<file path="src/rtl/sram_seq_pkg.sv">
package sram_seq_pkg;

  localparam int WAIT_W  = 4;
  localparam int BWAIT_W = 2;
  localparam int HOLD_W  = 3;
  localparam int WID_W   = 2;
  localparam int LEN_W   = WAIT_W + 1;

  typedef struct packed {
    logic               rsv_b;
    logic               rsv_a;
    logic               we_eoff;
    logic               we_dly;
    logic               oe_dly;
    logic               cs_dly;
    logic               burst_en;
    logic [WID_W-1:0]   width;
    logic [HOLD_W-1:0]  hold;
    logic [BWAIT_W-1:0] bwait;
    logic [WAIT_W-1:0]  wait_st;
  } bank_cfg_t;

  localparam int CFG_W = $bits(bank_cfg_t);

  typedef enum logic [1:0] {PH_IDLE, PH_BEAT, PH_HOLD, PH_DONE} phase_t;

  function automatic logic [LEN_W-1:0] first_len(bank_cfg_t c);
    return LEN_W'(c.wait_st) + LEN_W'(1);
  endfunction

  function automatic logic [LEN_W-1:0] next_len(bank_cfg_t c);
    return LEN_W'(c.bwait) + LEN_W'(1);
  endfunction

  function automatic logic [2:0] width_step(logic [WID_W-1:0] w);
    case (w)
      2'd0:    return 3'd1;
      2'd1:    return 3'd2;
      default: return 3'd4;
    endcase
  endfunction

  function automatic logic cfg_legal(bank_cfg_t c);
    logic [WAIT_W-1:0] we_need, oe_need;
    we_need = WAIT_W'(c.cs_dly) + WAIT_W'(c.we_dly) + WAIT_W'(c.we_eoff);
    oe_need = WAIT_W'(c.cs_dly) + WAIT_W'(c.oe_dly) + WAIT_W'(c.we_eoff);
    return (c.wait_st >= we_need) && (c.wait_st >= oe_need);
  endfunction

  function automatic logic [3:0] lane_enables(logic [WID_W-1:0] w, logic [1:0] alo);
    case (w)
      2'd0:    return {alo[1], alo[0], 2'b01};
      2'd1:    return {alo[1], alo[0], 2'b11};
      default: return 4'b1111;
    endcase
  endfunction

endpackage

</file>
<file path="src/rtl/sram_cfg_check.sv">
module sram_cfg_check
  import sram_seq_pkg::*;
#(
  parameter int ADDR_W = 32
) (
  input  bank_cfg_t          cfg_live_i,
  input  bank_cfg_t          cfg_run_i,
  output logic               legal_o,
  output logic [LEN_W-1:0]   first_len_o,
  output logic [LEN_W-1:0]   next_len_o,
  output logic [ADDR_W-1:0]  step_o
);
  assign legal_o     = cfg_legal(cfg_live_i);
  assign first_len_o = first_len(cfg_run_i);
  assign next_len_o  = next_len(cfg_run_i);
  assign step_o      = ADDR_W'(width_step(cfg_run_i.width));
endmodule

</file>
<file path="src/rtl/sram_addr_step.sv">
module sram_addr_step #(
  parameter int ADDR_W = 32
) (
  input  logic              clk,
  input  logic              rst_n,
  input  logic              load_i,
  input  logic              adv_i,
  input  logic [ADDR_W-1:0] addr_i,
  input  logic [ADDR_W-1:0] step_i,
  output logic [ADDR_W-1:0] addr_o
);
  always_ff @(posedge clk or negedge rst_n) begin
    if (!rst_n)      addr_o <= '0;
    else if (load_i) addr_o <= addr_i;
    else if (adv_i)  addr_o <= addr_o + step_i;
  end
endmodule

</file>
<file path="src/rtl/sram_strobe_gen.sv">
module sram_strobe_gen #(
  parameter int T_W = 5
) (
  input  logic           active_i,
  input  logic           rd_i,
  input  logic [T_W-1:0] t_i,
  input  logic [T_W-1:0] len_i,
  input  logic           cs_dly_i,
  input  logic           oe_dly_i,
  input  logic           we_dly_i,
  input  logic           eoff_i,
  output logic           cs_o,
  output logic           oe_o,
  output logic           we_o
);
  logic [T_W-1:0] oe_at, we_at;
  logic           tail;

  assign oe_at = T_W'(cs_dly_i) + T_W'(oe_dly_i);
  assign we_at = T_W'(cs_dly_i) + T_W'(we_dly_i);
  assign tail  = eoff_i && (t_i == len_i - T_W'(1));

  assign cs_o = active_i && (t_i >= T_W'(cs_dly_i));
  assign oe_o = active_i && rd_i && (t_i >= oe_at);
  assign we_o = active_i && !rd_i && (t_i >= we_at) && !tail;
endmodule

</file>
<file path="src/rtl/sram_bank_seq.sv">
module sram_bank_seq
  import sram_seq_pkg::*;
#(
  parameter int ADDR_W = 32,
  parameter int DATA_W = 32,
  parameter int BLEN_W = 2
) (
  input  logic                clk,
  input  logic                rst_n,
  input  logic [CFG_W-1:0]    cfg_i,
  input  logic                start_i,
  input  logic [ADDR_W-1:0]   addr_i,
  input  logic                rd_i,
  input  logic [BLEN_W-1:0]   blen_i,
  input  logic [DATA_W-1:0]   wdata_i,
  output logic [ADDR_W-1:0]   addr_o,
  output logic                cs_o,
  output logic                oe_o,
  output logic                we_o,
  output logic [DATA_W/8-1:0] be_o,
  output logic                last_o,
  output logic [DATA_W-1:0]   wdata_o,
  output logic                data_oe_o,
  output logic                done_o,
  output logic                cfg_err_o
);
  localparam int BE_W = DATA_W / 8;

  bank_cfg_t          cfg_live, cfg_q;
  phase_t             phase_q;
  logic [LEN_W-1:0]   t_q;
  logic [BLEN_W-1:0]  beat_q, nb_q;
  logic [HOLD_W-1:0]  hcnt_q;
  logic               rd_q;
  logic [DATA_W-1:0]  data_q;

  logic               legal_w;
  logic [LEN_W-1:0]   len_first_w, len_next_w, len_w;
  logic [ADDR_W-1:0]  step_w;

  // named events for the checker
  logic idle_w, active_w, hold_w, accept_w;
  logic beat_end_w, last_beat_w, beat_adv_w;

  assign cfg_live = bank_cfg_t'(cfg_i);

  sram_cfg_check #(.ADDR_W(ADDR_W)) u_cfg (
    .cfg_live_i  (cfg_live),
    .cfg_run_i   (cfg_q),
    .legal_o     (legal_w),
    .first_len_o (len_first_w),
    .next_len_o  (len_next_w),
    .step_o      (step_w)
  );

  assign len_w       = (beat_q == '0) ? len_first_w : len_next_w;
  assign idle_w      = (phase_q == PH_IDLE);
  assign hold_w      = (phase_q == PH_HOLD);
  assign active_w    = (phase_q == PH_BEAT) || hold_w;
  assign accept_w    = idle_w && start_i && legal_w;
  assign beat_end_w  = (phase_q == PH_BEAT) && (t_q == len_w - LEN_W'(1));
  assign last_beat_w = (beat_q == nb_q);
  assign beat_adv_w  = beat_end_w && !last_beat_w;

  always_ff @(posedge clk or negedge rst_n) begin
    if (!rst_n) begin
      phase_q <= PH_IDLE;
      t_q     <= '0;
      beat_q  <= '0;
      nb_q    <= '0;
      hcnt_q  <= '0;
      rd_q    <= 1'b0;
      data_q  <= '0;
      cfg_q   <= '0;
    end else begin
      case (phase_q)
        PH_IDLE: if (accept_w) begin
          phase_q <= PH_BEAT;
          t_q     <= '0;
          beat_q  <= '0;
          nb_q    <= cfg_live.burst_en ? blen_i : '0;
          rd_q    <= rd_i;
          data_q  <= wdata_i;
          cfg_q   <= cfg_live;
        end
        PH_BEAT: begin
          if (beat_adv_w) begin
            beat_q <= beat_q + BLEN_W'(1);
            t_q    <= '0;
          end else if (beat_end_w) begin
            if (cfg_q.hold >= HOLD_W'(2)) begin
              phase_q <= PH_HOLD;
              hcnt_q  <= cfg_q.hold - HOLD_W'(2);
            end else begin
              phase_q <= PH_DONE;
            end
          end else begin
            t_q <= t_q + LEN_W'(1);
          end
        end
        PH_HOLD: begin
          if (hcnt_q == '0) phase_q <= PH_DONE;
          else              hcnt_q  <= hcnt_q - HOLD_W'(1);
        end
        default: phase_q <= PH_IDLE;
      endcase
    end
  end

  sram_addr_step #(.ADDR_W(ADDR_W)) u_addr (
    .clk    (clk),
    .rst_n  (rst_n),
    .load_i (accept_w),
    .adv_i  (beat_adv_w),
    .addr_i (addr_i),
    .step_i (step_w),
    .addr_o (addr_o)
  );

  sram_strobe_gen #(.T_W(LEN_W)) u_strb (
    .active_i (active_w),
    .rd_i     (rd_q),
    .t_i      (t_q),
    .len_i    (len_w),
    .cs_dly_i (cfg_q.cs_dly),
    .oe_dly_i (cfg_q.oe_dly),
    .we_dly_i (cfg_q.we_dly),
    .eoff_i   (cfg_q.we_eoff),
    .cs_o     (cs_o),
    .oe_o     (oe_o),
    .we_o     (we_o)
  );

  assign be_o      = active_w ? BE_W'(lane_enables(cfg_q.width, addr_o[1:0])) : '0;
  assign last_o    = active_w && last_beat_w;
  assign wdata_o   = data_q;
  assign data_oe_o = active_w && !rd_q;
  assign done_o    = (phase_q == PH_DONE);
  assign cfg_err_o = !legal_w;
endmodule

</file>
<file path="config.mk">
export PLATFORM = sky130hd
export DESIGN_NAME = sram_bank_seq
export DESIGN_NICKNAME = d
export VERILOG_FILES = /design/src/rtl/sram_seq_pkg.sv /design/src/rtl/sram_cfg_check.sv /design/src/rtl/sram_addr_step.sv /design/src/rtl/sram_strobe_gen.sv /design/src/rtl/sram_bank_seq.sv
export SDC_FILE = /design/constraint.sdc
export NUM_CORES = 1
export LEC_CHECK = 0
export ABC_AREA = 1
export BUFFER_PORTS_ARGS = -buffer_cell sky130_fd_sc_hd__clkbuf_2
export CORE_MARGIN = 2
export CORE_UTILIZATION = 40
export DETAILED_ROUTE_END_ITERATION = 7
export PLACE_DENSITY = 0.7
export REMOVE_ABC_BUFFERS = 1
export SLEW_MARGIN = 20
export SYNTH_ARGS = -nofsm -noshare
export SYNTH_HDL_FRONTEND = slang
export SYNTH_SLANG_ARGS = --single-unit
</file>
<file path="constraint.sdc">
create_clock -name clk -period 3 [get_ports clk]
set_input_delay 0.75 -clock clk [delete_from_list [all_inputs] [get_ports clk]]
set_output_delay 0.75 -clock clk [all_outputs]
set_load 0.1 [all_outputs]
</file>
==> results of run 1 <==
-- timing repair --
| action | CTS | global route |
|---|---|---|
| cloned | 0 | 4 |
| endpoints found under the hold margin | 0 | 0 |
| setup buffers | 7 | 4 |
| setup endpoints to repair | 2 | 44 |
| hold buffers | 0 | 0 |
| gates resized for setup | 14 | 34 |
| pin swaps | 10 | 8 |
-- metal layers --
layer	wire length, um	up-vias	global-route usage [%]	part of all wire [%]
li1	-	3033	-	-
met1	7630	2747	28.0	46
met2	7570	180	33.3	46
met3	882	29	2.87	5.3
met4	403	0	8.02	2.4
met5	0	-	0	0
-- final cells by class --
class / count / area, sq um
inverter: 70 / 268
multi-input combinational: 647 / 3430
sequential: 94 / 2350
tap: 184 / 230
clock inverter: 5 / 58.8
fill: 1411 / 6690
timing repair buffer: 207 / 1370
clock buffer: 11 / 243
-- cell families after synthesis --
| family | count (synthesis) | share of synthesized area [%] |
|---|---|---|
| XOR/XNOR | 32 | 4.65 |
| AO/OA/AOI/OAI | 73 | 6.97 |
| flip-flops | 94 | 39.0 |
| AND/OR/NAND/NOR | 503 | 34.1 |
| buffers and inverters | 100 | 7.07 |
| adder cells (fa/ha/maj) | 38 | 8.25 |
-- worst max path at each step --
stage,start,end,cells after the start
global route,cfg_q[1]$_DFFE_PN0P_,we_o,13
detailed placement,cfg_i[12],cfg_err_o,10
finish,cfg_q[1]$_DFFE_PN0P_,we_o,13
floorplan,cfg_i[12],u_addr.addr_o[13]$_DFFE_PN0P_,12
CTS,cfg_q[1]$_DFFE_PN0P_,we_o,13
global placement,cfg_i[12],cfg_err_o,10
-- layout by cell type (no fill, tap or decap), drive strengths merged --
| cell | Yosys | routed |
|---|---|---|
| nor4 | 1 | 1 |
| nand2 | 376 | 377 |
| o21bai | 1 | 1 |
| fa | 3 | 3 |
| a41oi | 1 | 1 |
| xor2 | 27 | 27 |
| buf | 15 | 51 |
| or2 | 2 | 2 |
| nor2 | 49 | 49 |
| clkbuf | 15 | 167 |
| nand4 | 9 | 9 |
| a31o | 2 | 2 |
| o21ai | 53 | 53 |
| ha | 35 | 35 |
| nand3 | 46 | 46 |
| nand3b | 3 | 3 |
| a21oi | 12 | 12 |
| bufinv | 0 | 1 |
| clkinvlp | 0 | 2 |
| inv | 70 | 70 |
| o211ai | 2 | 2 |
| clkinv | 0 | 2 |
| a21boi | 1 | 1 |
| dfrtp | 94 | 94 |
| o311ai | 1 | 1 |
| nor3 | 17 | 17 |
| xnor2 | 5 | 5 |
-- flip-flops by register name (all words and copies together), names as in the netlist --
signal and cells:
beat_q 2, nb_q 2, cfg_q 15, t_q 5
rd_q 1, phase_q 2, wdata_o 32, u_addr.addr_o 32
hcnt_q 3
-- per-stage QoR --
step	setup slack, ns	area (sq um)	setup TNS (ns)
6_report	-0.175	7950	-0.240
5_1_grt	-0.332	7950	-0.626
4_1_cts	-0.164	7720	-0.227
3_5_place_dp	-0.136	7290	-6.60
3_3_place_gp	-0.116	7290	-3.89
2_1_floorplan	-3.35	5870	-263.85
==> impl_metrics.tcl, run 1 <==
set metrics [dict create \
    fin_worst_hold_slack_ns 0.381 \
    critPathTopFamily "adder cells" \
    cts_sinks 94 \
    wl_mm 16.5 \
    chipWidth_um 127 \
    drv_cap 0 \
    drc 0 \
    clk_latency_ns 0.35 \
    grt_overflow_total 0 \
    failed_checks "setup timing" \
    grt_max_degree 56 \
    slowest_stage "dfrtp_1" \
    antenna_cells 0 \
    critPathBufInv 3 \
    cp-end-kind "primary output" \
    worstMarginPinSlew_ns 0.569 \
    start_util_pct 41.2 \
    grt_setup_unrepaired "yes" \
    ys_seq_area_share_pct 39.0 \
    r2r_end "u_addr.addr_o[9]$_DFFE_PN0P_" \
    min_path_type "in2async" \
    num_vias 5989 \
    yosysUniqueCellTypes 37 \
    syn_inst 840 \
    timing.final.ws_setup_ns -0.175 \
    grtUsageTotal_pct 20.6 \
    ant_nets 0 \
    die_h_um 127 \
    outcome "finished with violations" \
    period_needed_ns 3.17 \
    hpwl_mm 11.9 \
    clock_skew_ns 0.00762 \
    ys_async_sr_fraction_pct 100 \
    drtIter0Drc 343 \
    worstPathMaxFanout 2 \
    ys.flop_type "dfrtp_1" \
    r2r_cells 18 \
    firstDrtPassIters 5 \
    design.die.area_sq_um 16100 \
    fin_nets 1155 \
    final_util_pct 54.3 \
    start_kind "register" \
    cts_max_path_buffers 2 \
    h-tree-depth 3 \
    slowest_delay_ns 0.38 \
    syn_to_final_growth_pct 31.8 \
    critical_path_class "reg2out" \
    drive_gt1_share_pct 26.0 \
    timing.fmax_mhz 315 \
    synth_area_leaders "dfrtp_1, nand2_1, ha_1, inv_1, xor2_1" \
    drv_slew 0 \
    antenna_found_initial 0 \
    syn_area_per_cell_sq_um 7.18 \
    synth_edf_count 0 \
    syn-cell-area_sq_um 6030 \
    cts_made_buffers 9 \
    hold_violations 0 \
    cp_cell_sequence "ha_1 -> inv_1 -> nand2_1 -> o21ai_2 -> ha_4 -> xnor2_2 -> nor3_2 -> nand3_1 -> nor2_2 -> nand2_1 -> o311ai_1 -> inv_1 -> buf_12" \
    placementRows 44 \
    worst_ep_required_time_ns 2.25 \
    max-slew-margin-rel_pct 62.2 \
    timing.rr.start "cfg_q[1]$_DFFE_PN0P_" \
    grt_pass1_vias 5615 \
    synth_seq_cells 94 \
    arrival_ns 2.42 \
    synth_top_area_cell "dfrtp_1" \
    post_drt_wl_per_cell_um 13.5 \
    root_buffer "clkbuf_16" \
    vias_per_cell 4.92 \
    cts.clk_slew.worst_paths_ns 0.07 \
    grt_pass1_wl_mm 26.9 \
    dpl.cell_count 1187 \
    portBuffers 160 \
    setup_viol 2 \
    cts_tree "yes" \
    synth.most_common_cell "nand2_1" \
    fin_cells 1218 \
    io_pins 163 \
    synth_top_cell_area_share_pct 39.0 \
    min_period_over_period_pct 106 \
    gp_congestion 0.918 \
    netlist_top_cells_count "nand2_1, dfrtp_1, inv_1, nor2_1, nand3_1" \
    core_sq_um 14600 \
    r2r_slack_ns 0.31 \
    yosys_warnings 0 \
]
Power of run 1 is left out: the tool's default activity adds up to more than one toggle a clock period on the data nets, which glitch-free logic cannot reach.
==> inputs of run 2 (changes only) <==
TNS_END_PERCENT = 20   (was unset)
==> impl_metrics.tcl, run 2 (synthesis gave the netlist of run 1 again) <==
set metrics [dict create \
    cts_max_path_buffers 2 \
    firstDrtPassIters 5 \
    cts_sinks 94 \
    hold_violations 0 \
    grt_overflow_total 0 \
    grt_max_degree 56 \
    root_buffer "clkbuf_16" \
    timing.final.ws_setup_ns -0.170 \
    failed_checks "setup timing" \
    r2r_slack_ns 0.32 \
    placementRows 44 \
    hpwl_mm 11.9 \
    worstPathMaxFanout 2 \
    cp-end-kind "primary output" \
    drtIter0Drc 321 \
    drc 0 \
    layout_common_cells "nand2_1, clkbuf_2, dfrtp_1" \
    syn_to_final_growth_pct 27.9 \
    cts_tree "yes" \
    outcome "finished with violations" \
    grt_setup_unrepaired "yes" \
    start_util_pct 41.2 \
    cts_hold_buf 0 \
    post_drt_wl_per_cell_um 13.0 \
    clk_latency_ns 0.35 \
    vias_per_cell 4.87 \
    antenna_cells 0 \
    num_vias 5885 \
    setup_viol 2 \
    grtUsageTotal_pct 20.5 \
    max-slew-margin-rel_pct 62.3 \
    period_needed_ns 3.17 \
    wl_mm 15.7 \
    critical_path_class "reg2out" \
    core_sq_um 14600 \
    portBuffers 160 \
    worst_ep_required_time_ns 2.25 \
    final_util_pct 52.7 \
    arrival_ns 2.42 \
    antenna_found_initial 0 \
    start_kind "register" \
    fin_nets 1145 \
    drv_slew 0 \
    io_pins 163 \
    drv_cap 0 \
    final_common_cell "nand2_1" \
    die_h_um 127 \
    cts_made_buffers 9 \
    timing.fmax_mhz 315 \
    grt_pass1_vias 5587 \
    h-tree-depth 3 \
    grt_pass1_wl_mm 26.8 \
    cts.clk_slew.worst_paths_ns 0.07 \
    min_period_over_period_pct 106 \
    chipWidth_um 127 \
    drive_gt1_share_pct 24.2 \
    clock_skew_ns 0.00677 \
    gp_congestion 0.918 \
    worstMarginPinSlew_ns 0.568 \
    ant_nets 0 \
    design.die.area_sq_um 16100 \
    min_path_type "in2async" \
]
## run 2: timing repair
item,in CTS,in global routing
setup buffers,4,1
pin swaps,9,2
setup endpoints to repair,2,8
resized for setup,11,7
## run 2: stage by stage
stage                     setup slack [ns]  std cells  instance area (sq um)  TNS (ns)  hold slack [ns]
after floorplan                      -3.35        810                   5870   -263.85            0.442
after global placement              -0.116       1187                   7290     -3.89            0.454
after detailed placement            -0.136       1187                   7290     -6.60            0.458
after CTS                           -0.164       1207                   7690    -0.247            0.398
after global routing                -0.325       1208                   7710    -0.502            0.433
final                               -0.170       1208                   7710    -0.247            0.383
## run 2: final timing paths
path | start | to | depth (start not counted)
hold / removal | rst_n | u_addr.addr_o[8]$_DFFE_PN0P_ | 1
min in group clk | wdata_o[27]$_DFFE_PN0P_ | wdata_o[27]$_DFFE_PN0P_ | 2
setup / recovery | cfg_q[1]$_DFFE_PN0P_ | we_o | 13
max in group asynchronous | rst_n | wdata_o[23]$_DFFE_PN0P_ | 2
setup reg to reg | cfg_q[1]$_DFFE_PN0P_ | u_addr.addr_o[21]$_DFFE_PN0P_ | 18
hold reg to reg | wdata_o[27]$_DFFE_PN0P_ | wdata_o[27]$_DFFE_PN0P_ | 2
## run 2: cell type report
type,instances,area [sq um]
sequential,94,2350
inverter,70,263
clock inverter,5,58.8
timing repair buffer,198,1230
tap,184,230
multi-input combinational,646,3340
fill,1458,6930
clock buffer,11,243
## run 2: layer usage
layer  part of all wire, %  GRT usage [%]  wire length, um  vias up
met5                     0              0                0        -
met4                   2.5           7.95              391        0
met3                   5.5           2.91              863       32
met2                    45           33.1             7060      172
met1                    47           28.0             7360     2680
li1                      -              -                -     3001
## run 2: critical path, stage by stage (launching register included)
cell	delay, ns
dfrtp_1	0.38
ha_1	0.30
inv_1	0.06
nand2_1	0.05
o21ai_2	0.09
ha_4	0.24
xnor2_2	0.13
nor3_2	0.14
nand3_1	0.11
nor2_2	0.13
nand2_1	0.06
o311ai_1	0.07
inv_1	0.13
buf_12	0.18
Power of run 2 is left out for the same reason.
==> inputs of run 3 (changes only) <==
clock period = 3.4 ns   (was 3 ns; I/O delays follow)
==> impl_metrics.tcl, run 3 (synthesis gave the netlist of run 1 again) <==
set metrics [dict create \
    outcome "complete, no violations" \
    timing.rr.start "cfg_q[10]$_DFFE_PN0P_" \
    critPathTopFamily "adder cells" \
    cp-end-kind "primary output" \
    cts_hold_buf 0 \
    cts_made_buffers 9 \
    drv_cap 0 \
    core_sq_um 14600 \
    period_needed_ns 3.37 \
    drc 0 \
    wl_mm 15.3 \
    grt-busiest-layer "met2" \
    syn_to_final_growth_pct 24.0 \
    grt_overflow_total 0 \
    drtIter0Drc 320 \
    clock_skew_ns 0.00623 \
    start_util_pct 41.2 \
    chipWidth_um 127 \
    start_kind "register" \
    grt_pass1_wl_mm 25.7 \
    final_common_cell "nand2_1" \
    placementRows 44 \
    critPathLaunch "cfg_q[4]$_DFFE_PN0P_" \
    cts_tree "yes" \
    min_path_type "in2async" \
    io_pins 163 \
    gp_congestion 0.929 \
    h-tree-depth 3 \
    antenna_cells 0 \
    grt_util_met2_pct 32.1 \
    slowest_stage "dfrtp_1" \
    portBuffers 160 \
    setup_viol 0 \
    r2r_cells 15 \
    worstPathMaxFanout 2 \
    postLayoutCellArea_sq_um 7480 \
    drive_gt1_share_pct 22.1 \
    firstDrtPassIters 4 \
    root_buffer "clkbuf_16" \
    critical_path_class "reg2out" \
    num_vias 5734 \
    drv_slew 0 \
    place_area_sq_um 7090 \
    grtUsageTotal_pct 19.6 \
    clk_latency_ns 0.34 \
    r2r_slack_ns 0.77 \
    post_drt_wl_per_cell_um 12.9 \
    worstMarginPinSlew_ns 0.569 \
    critPathBufInv 2 \
    grt_max_degree 64 \
    endpoint "we_o" \
    die_h_um 127 \
    cts_max_path_buffers 2 \
    cp.depth 11 \
    cp_cell_sequence "ha_1 -> o21ai_2 -> ha_4 -> xnor2_1 -> nor3_2 -> nand3_1 -> nor2_2 -> nand2_1 -> o311ai_1 -> inv_1 -> buf_12" \
    fin_nets 1124 \
    max-slew-margin-rel_pct 62.3 \
    hpwl_mm 11.4 \
    arrival_ns 2.52 \
    fin_tns_setup_ns 0 \
    cts.clk_slew.worst_paths_ns 0.07 \
    min_period_over_period_pct 99.1 \
    fin_worst_hold_slack_ns 0.454 \
    design.die.area_sq_um 16100 \
    layout_common_cells "nand2_1, clkbuf_2, dfrtp_1" \
    gr-usage-met3_pct 3.08 \
    ant_nets 0 \
    slowest_delay_ns 0.39 \
    grt_util_met1_pct 26.8 \
    timing.fmax_mhz 297 \
    antenna_found_initial 0 \
    r2r_end "u_addr.addr_o[26]$_DFFE_PN0P_" \
    fill_cells 1495 \
    cts_sinks 94 \
    grt_pass1_vias 5367 \
    worst_ep_required_time_ns 2.55 \
    final_util_pct 51.1 \
    grt_setup_unrepaired "yes" \
    vias_per_cell 4.83 \
    hold_violations 0 \
]
[run 3: what timing repair did]
item	4_1_cts	5_1_grt
setup endpoints to repair	1	2
buffers inserted	2	3
pin swaps	2	9
resized for setup	5	6
[run 3: worst min-delay path by stage]
stage	from	end	cells after the start	slack [ns]
5_1_grt	rst_n	u_addr.addr_o[11]$_DFFE_PN0P_	1	0.48
3_5_place_dp	wdata_o[7]$_DFFE_PN0P_	wdata_o[7]$_DFFE_PN0P_	2	0.46
6_report	rst_n	u_addr.addr_o[11]$_DFFE_PN0P_	1	0.45
2_1_floorplan	hcnt_q[1]$_DFFE_PN0P_	hcnt_q[1]$_DFFE_PN0P_	2	0.44
4_1_cts	rst_n	u_addr.addr_o[11]$_DFFE_PN0P_	1	0.47
3_3_place_gp	wdata_o[1]$_DFFE_PN0P_	wdata_o[1]$_DFFE_PN0P_	2	0.45
[run 3: metrics by stage]
stage / setup WS (ns) / cells
6_report: 0.0306 / 1187
5_1_grt: -0.144 / 1187
4_1_cts: 0.0439 / 1184
3_5_place_dp: 0.0309 / 1166
3_3_place_gp: 0.0792 / 1166
2_1_floorplan: -3.05 / 810
[run 3: final cells by class]
| type | instances | area, sq um | share of cell area (%) |
|---|---|---|---|
| well taps | 184 | 230 | 3.08 |
| multi-input cells | 646 | 3300 | 44.2 |
| clock buffers | 12 | 256 | 3.43 |
| repair buffers | 177 | 1020 | 13.7 |
| flip-flops and latches | 94 | 2350 | 31.4 |
| inverters | 70 | 263 | 3.51 |
| clock inverters | 4 | 52.6 | 0.702 |
[run 3: routing by layer]
metal	part of all wire [%]	up-vias	wire [um]
met1	48	2598	7300
met5	0	-	0
met4	1.6	0	240
met2	46	153	6970
li1	-	2968	-
met3	5.2	15	800
Power of run 3 is left out for the same reason.
